File: src/rtl/sseq_pkg.sv
package sseq_pkg;
  localparam int FLAG_W = 8;
  localparam int S_BIT  = 7;
  localparam int Z_BIT  = 6;
  localparam int H_BIT  = 4;
  localparam int PV_BIT = 2;
  localparam int N_BIT  = 1;
  localparam int C_BIT  = 0;

  typedef enum logic {
    ST_IDLE = 1'b0,
    ST_READ = 1'b1
  } seq_state_t;
endpackage

File: src/rtl/sseq_walker.sv
module sseq_walker #(
  parameter int AW = 16,
  parameter int CW = 16
) (
  input  logic          clk,
  input  logic          rst,
  input  logic          load,
  input  logic          step,
  input  logic          dir_down,
  input  logic [AW-1:0] ptr_init,
  input  logic [CW-1:0] cnt_init,
  output logic [AW-1:0] ptr,
  output logic [CW-1:0] cnt,
  output logic          cnt_dec_nz
);
  localparam logic [AW-1:0] PTR_ONE = AW'(1);
  localparam logic [CW-1:0] CNT_ONE = CW'(1);

  logic [AW-1:0] ptr_nxt;
  logic [CW-1:0] cnt_dec;

  // pointer move and count decrement
  always_comb begin
    ptr_nxt    = dir_down ? (ptr - PTR_ONE) : (ptr + PTR_ONE);
    cnt_dec    = cnt - CNT_ONE;
    cnt_dec_nz = |cnt_dec;
  end

  always_ff @(posedge clk) begin
    if (rst) begin
      ptr <= '0;
      cnt <= '0;
    end else if (load) begin
      ptr <= ptr_init;
      cnt <= cnt_init;
    end else if (step) begin
      ptr <= ptr_nxt;
      cnt <= cnt_dec;
    end
  end
endmodule

File: src/rtl/sseq_cmp.sv
module sseq_cmp
  import sseq_pkg::*;
#(
  parameter int DW = 8
) (
  input  logic [DW-1:0]     key,
  input  logic [DW-1:0]     rdata,
  input  logic              carry,
  input  logic              cnt_nz,
  output logic              match,
  output logic [FLAG_W-1:0] flags
);
  logic [DW-1:0] diff;
  logic          half_borrow;

  always_comb begin
    diff        = key - rdata;
    match       = (key == rdata);
    half_borrow = (key[3:0] < rdata[3:0]);
    flags          = '0;
    flags[S_BIT]   = diff[DW-1];
    flags[Z_BIT]   = match;
    flags[H_BIT]   = half_borrow;
    flags[PV_BIT]  = cnt_nz;
    flags[N_BIT]   = 1'b1;
    flags[C_BIT]   = carry;
  end
endmodule

File: src/rtl/sseq_ctrl.sv
module sseq_ctrl
  import sseq_pkg::*;
(
  input  logic clk,
  input  logic rst,
  input  logic start,
  input  logic mem_rdy,
  input  logic rpt,
  input  logic match,
  input  logic cnt_dec_nz,
  output logic load,
  output logic step,
  output logic busy,
  output logic done
);
  seq_state_t state;
  logic       last;

  always_comb begin
    busy = (state == ST_READ);
    load = start && (state == ST_IDLE);
    step = busy && mem_rdy;
    last = step && (!rpt || match || !cnt_dec_nz);
  end

  always_ff @(posedge clk) begin
    if (rst) begin
      state <= ST_IDLE;
      done  <= 1'b0;
    end else begin
      done <= last;
      case (state)
        ST_IDLE: if (load) state <= ST_READ;
        ST_READ: if (last) state <= ST_IDLE;
        default: state <= ST_IDLE;
      endcase
    end
  end
endmodule

File: src/rtl/blk_search_seq.sv
module blk_search_seq
  import sseq_pkg::*;
#(
  parameter int AW = 16,
  parameter int CW = 16,
  parameter int DW = 8
) (
  input  logic              clk,
  input  logic              rst,
  input  logic              start,
  input  logic [DW-1:0]     acc_in,
  input  logic [AW-1:0]     ptr_in,
  input  logic [CW-1:0]     cnt_in,
  input  logic              dir_down,
  input  logic              rpt_mode,
  input  logic              carry_in,
  output logic [AW-1:0]     mem_addr,
  output logic              mem_rd,
  input  logic [DW-1:0]     mem_data,
  input  logic              mem_rdy,
  output logic              done,
  output logic [AW-1:0]     ptr_out,
  output logic [CW-1:0]     cnt_out,
  output logic [FLAG_W-1:0] flags_out
);
  logic          load, step, busy, match, cnt_dec_nz;
  logic [DW-1:0] key_q;
  logic          dir_q, rpt_q, cy_q;
  logic [AW-1:0] ptr;
  logic [CW-1:0] cnt;
  logic [FLAG_W-1:0] flags_nxt, flags_q;

  // operands captured once per sequence
  always_ff @(posedge clk) begin
    if (rst) begin
      key_q <= '0;
      dir_q <= 1'b0;
      rpt_q <= 1'b0;
      cy_q  <= 1'b0;
    end else if (load) begin
      key_q <= acc_in;
      dir_q <= dir_down;
      rpt_q <= rpt_mode;
      cy_q  <= carry_in;
    end
  end

  sseq_ctrl u_ctrl (
    .clk(clk), .rst(rst), .start(start), .mem_rdy(mem_rdy),
    .rpt(rpt_q), .match(match), .cnt_dec_nz(cnt_dec_nz),
    .load(load), .step(step), .busy(busy), .done(done)
  );

  sseq_walker #(.AW(AW), .CW(CW)) u_walk (
    .clk(clk), .rst(rst), .load(load), .step(step), .dir_down(dir_q),
    .ptr_init(ptr_in), .cnt_init(cnt_in),
    .ptr(ptr), .cnt(cnt), .cnt_dec_nz(cnt_dec_nz)
  );

  sseq_cmp #(.DW(DW)) u_cmp (
    .key(key_q), .rdata(mem_data), .carry(cy_q), .cnt_nz(cnt_dec_nz),
    .match(match), .flags(flags_nxt)
  );

  always_ff @(posedge clk) begin
    if (rst)       flags_q <= '0;
    else if (step) flags_q <= flags_nxt;
  end

  assign mem_rd    = busy;
  assign mem_addr  = ptr;
  assign ptr_out   = ptr;
  assign cnt_out   = cnt;
  assign flags_out = flags_q;
endmodule

File: config.mk
export PLATFORM = sky130hd
export DESIGN_NAME = blk_search_seq
export DESIGN_NICKNAME = d
export VERILOG_FILES = /design/src/rtl/sseq_pkg.sv /design/src/rtl/sseq_walker.sv /design/src/rtl/sseq_cmp.sv /design/src/rtl/sseq_ctrl.sv /design/src/rtl/blk_search_seq.sv
export SDC_FILE = /design/constraint.sdc
export NUM_CORES = 1
export LEC_CHECK = 0
export BUFFER_PORTS_ARGS = -buffer_cell sky130_fd_sc_hd__buf_2
export CORE_ASPECT_RATIO = 0.5
export CORE_MARGIN = 2
export CORE_UTILIZATION = 50
export DETAILED_ROUTE_END_ITERATION = 12
export HOLD_SLACK_MARGIN = 0.08
export PLACE_DENSITY = 0.79
export SLEW_MARGIN = 20
export SYNTH_ARGS = -nofsm -noshare
export SYNTH_HDL_FRONTEND = slang
export SYNTH_SLANG_ARGS = --single-unit
File: constraint.sdc
create_clock -name clk -period 5.64 [get_ports clk]
set_input_delay 0.564 -clock clk [delete_from_list [all_inputs] [get_ports clk]]
set_output_delay 0.564 -clock clk [all_outputs]
set_load 0.05 [all_outputs]
==> results.sh <==
export IMPL_dieArea_um2=7449
export IMPL_clk_pin_slew_ns=0.07
export IMPL_antenna_found_initial=0
export IMPL_layout_commonest_cell="buf_2"
export IMPL_peakVddDrop_mv=0.1256
export IMPL_place_hpwl_um=5642
export IMPL_grt_first_pass_wirelength_um=12870
export IMPL_avgSynthCellArea_um2=7.982
export IMPL_ys_seq_area_share_pct=30.31
export IMPL_dr_first_iter_drc_count=180
export IMPL_ys_warn_count=0
export IMPL_cts_tree="built"
export IMPL_fin_area_um2=3928
export IMPL_initial_core_util_pct=51.07
export IMPL_synth_edf_count=0
export IMPL_dr_wl_met2_um=3646
export IMPL_fin_setup_tns_ns=0
export IMPL_endpoint_kind="register"
export IMPL_dpl_cell_area_um2=3769
export IMPL_worstPathArrival_ns=2.92
export IMPL_fillers=634
export IMPL_core_um2=6595
export IMPL_criticalPathCategory="register to register"
export IMPL_layout_nets=580
export IMPL_drive_gt1_share_pct=25.55
export IMPL_diodes=0
export IMPL_first_pass_iters=4
export IMPL_synth_top_area_share_pct=30.31
export IMPL_fmax_mhz=367.5
export IMPL_clk_insertion_delay_late_ns=0.29
export IMPL_ctsHtreeMaxLevel=2
export IMPL_crit_fanout=19
export IMPL_p_sw_share_pct=37.48
export IMPL_dieHeight_um=62.04
export IMPL_cts_buffers=5
export IMPL_synth_ff_type="dfxtp_1"
export IMPL_synth_cell_types=56
export IMPL_gr_total_overflow=0
export IMPL_seq_area_um2=1021
export IMPL_io_buffers=110
export IMPL_min_period_over_period_pct=48.25
export IMPL_cts_sinks=51
export IMPL_die_x_um=120.1
export IMPL_viasPerCell=5.346
export IMPL_ys_ff_latch=51
export IMPL_met3_length_um=435
export IMPL_outcome="finished clean"
export IMPL_p_int_uw=715.7
export IMPL_seqPwrFrac_pct=37.2
export IMPL_grt_max_degree=54
export IMPL_multi_input_area_um2=2022
export IMPL_setup_slack_ns=2.919
export IMPL_cts_resized_gates=0
export IMPL_syn_area_um2=3368
export IMPL_maxCapViolations=0
export IMPL_cts_buffer_depth=2
export IMPL_synth_area_top_cells="dfxtp_1 (30%), ha_1 (8.5%), nor2_1 (5.8%)"
export IMPL_synth_area_leader_cell="dfxtp_1"
export IMPL_worst_pin_slew_ns=1.050
export IMPL_hold_buffers=0
export IMPL_route_vias_total=3170
export IMPL_comb_power_share_pct=33.1
export IMPL_power_leakage_uw=0.001799
export IMPL_grt_pass1_vias=2840
export IMPL_drv_slew=0
export IMPL_area_growth_pct=16.60
export IMPL_hold_violations=0
export IMPL_post_cts_setup_buffers=0
export IMPL_setup_violations=0
export IMPL_crit_required_ns=5.84
export IMPL_start_kind="register"
export IMPL_highest_layer="met4"
export IMPL_drt_total_wl_um=8042
export IMPL_hold_path_class="register to register"
export IMPL_root_buffer="clkbuf_16"
export IMPL_p_clk_share_pct=29.7
export IMPL_maxSlewHeadroom_pct=30.03
export IMPL_ant_nets=0
export IMPL_drc=0
export IMPL_track_usage_pct=21.74
export IMPL_ios=113
export IMPL_wl_per_cell_um=13.56
export IMPL_fin_crit_ns=2.721
export IMPL_rsz0062_at_grt="no"
export IMPL_place_congestion=0.8400
export IMPL_layout_common_cells="buf_2 (110), nor2_1 (52), dfxtp_1 (51), nand2_1 (47), a21oi_1 (38)"
export IMPL_synthCells=422
export IMPL_place_ws_ns=3.026
export IMPL_wirelength_met1_um=3878
export IMPL_rows=21
export IMPL_power_per_cell_area_nw_per_um2=291.5
export IMPL_fin_skew_ns=0.007413
export IMPL_synth_async_reset_ratio_pct=0
export IMPL_p_sw_uw=429.1
## worst paths after layout
kind | from | endpoint | cells after the start | slack (ns)
min reg2reg | cy_q | cy_q | 2 | 0.45
max reg2reg | dir_q | u_walk.ptr[15] | 8 | 2.92
max | dir_q | u_walk.ptr[15] | 8 | 2.92
min | cy_q | cy_q | 2 | 0.45
## kinds of logic after synthesis
family / Yosys count / share of synthesized area (%)
AOI/OAI and AO/OA: 117 / 22.40
xor gates and xnor gates: 27 / 7.021
adders and majority gates: 24 / 9.138
buffers and inverters: 54 / 9.918
DFF: 51 / 30.31
other: 1 / 0.1113
and+or+nand+nor: 148 / 21.10
## Yosys cell counts (all sizes together) (4+ instances only)
cell type,instances
a2111oi,6
a211oi,22
a21o,4
a21oi,38
a311oi,4
a31oi,4
buf,21
clkbuf,19
dfxtp,51
ha,23
inv,14
nand2,47
nand2b,5
nand3,4
nor2,52
nor2b,4
nor3,9
nor4,6
o21ai,23
or3,7
xnor2,16
xor2,11
## layout make-up
type                            instances  share of cell area, %
Multi-Input combinational cell        318                  51.48
Sequential cell                        51                  26.00
Timing Repair Buffer                  111                  14.21
Clock buffer                            6                  3.281
Tap cell                               92                  2.931
Inverter                               14                  1.338
Clock inverter                          1                 0.7646
## sequential cells by signal, summed over array words and instances (netlist names)
register / flops
cy_q: 1
dir_q: 1
flags_out: 6
key_q: 8
rpt_q: 1
u_ctrl.busy: 1
u_ctrl.done: 1
u_walk.cnt: 16
u_walk.ptr: 16
## worst max-delay path, cell delays in order (launching register included)
cell,delay (ns)
dfxtp_1,0.79
ha_1,0.37
a211oi_1,0.26
o21ai_1,0.16
o21ai_1,0.34
o21a_1,0.18
o2111ai_1,0.13
xor2_1,0.16
a211oi_1,0.22
## power groups by stage
stage          registers [uW]  logic (uW)  clock network, uW
6_report                  426         379                340
5_1_grt                   431         414                362
4_1_cts                   426         380                345
3_5_place_dp              434         378                  0
3_3_place_gp              432         374                  0
2_1_floorplan             511         233                  0
## routing by layer
metal | vias up | global-route usage, %
met2 | 83 | 37.42
met1 | 1436 | 28.46
met4 | 0 | 7.227
li1 | 1642 | -
met5 | - | 0
met3 | 9 | 4.106
## stage by stage
stage	util [%]	std cells	power [uW]	hold slack, ns
2_1_floorplan	-	423	743.5	0.4322
3_3_place_gp	57.14	586	806.2	0.4423
3_5_place_dp	57.14	586	811.6	0.4484
4_1_cts	59.55	593	1151	0.4571
5_1_grt	59.55	593	1207	0.4796
6_report	59.55	593	1145	0.4546
(Power assumes the default switching activity.)
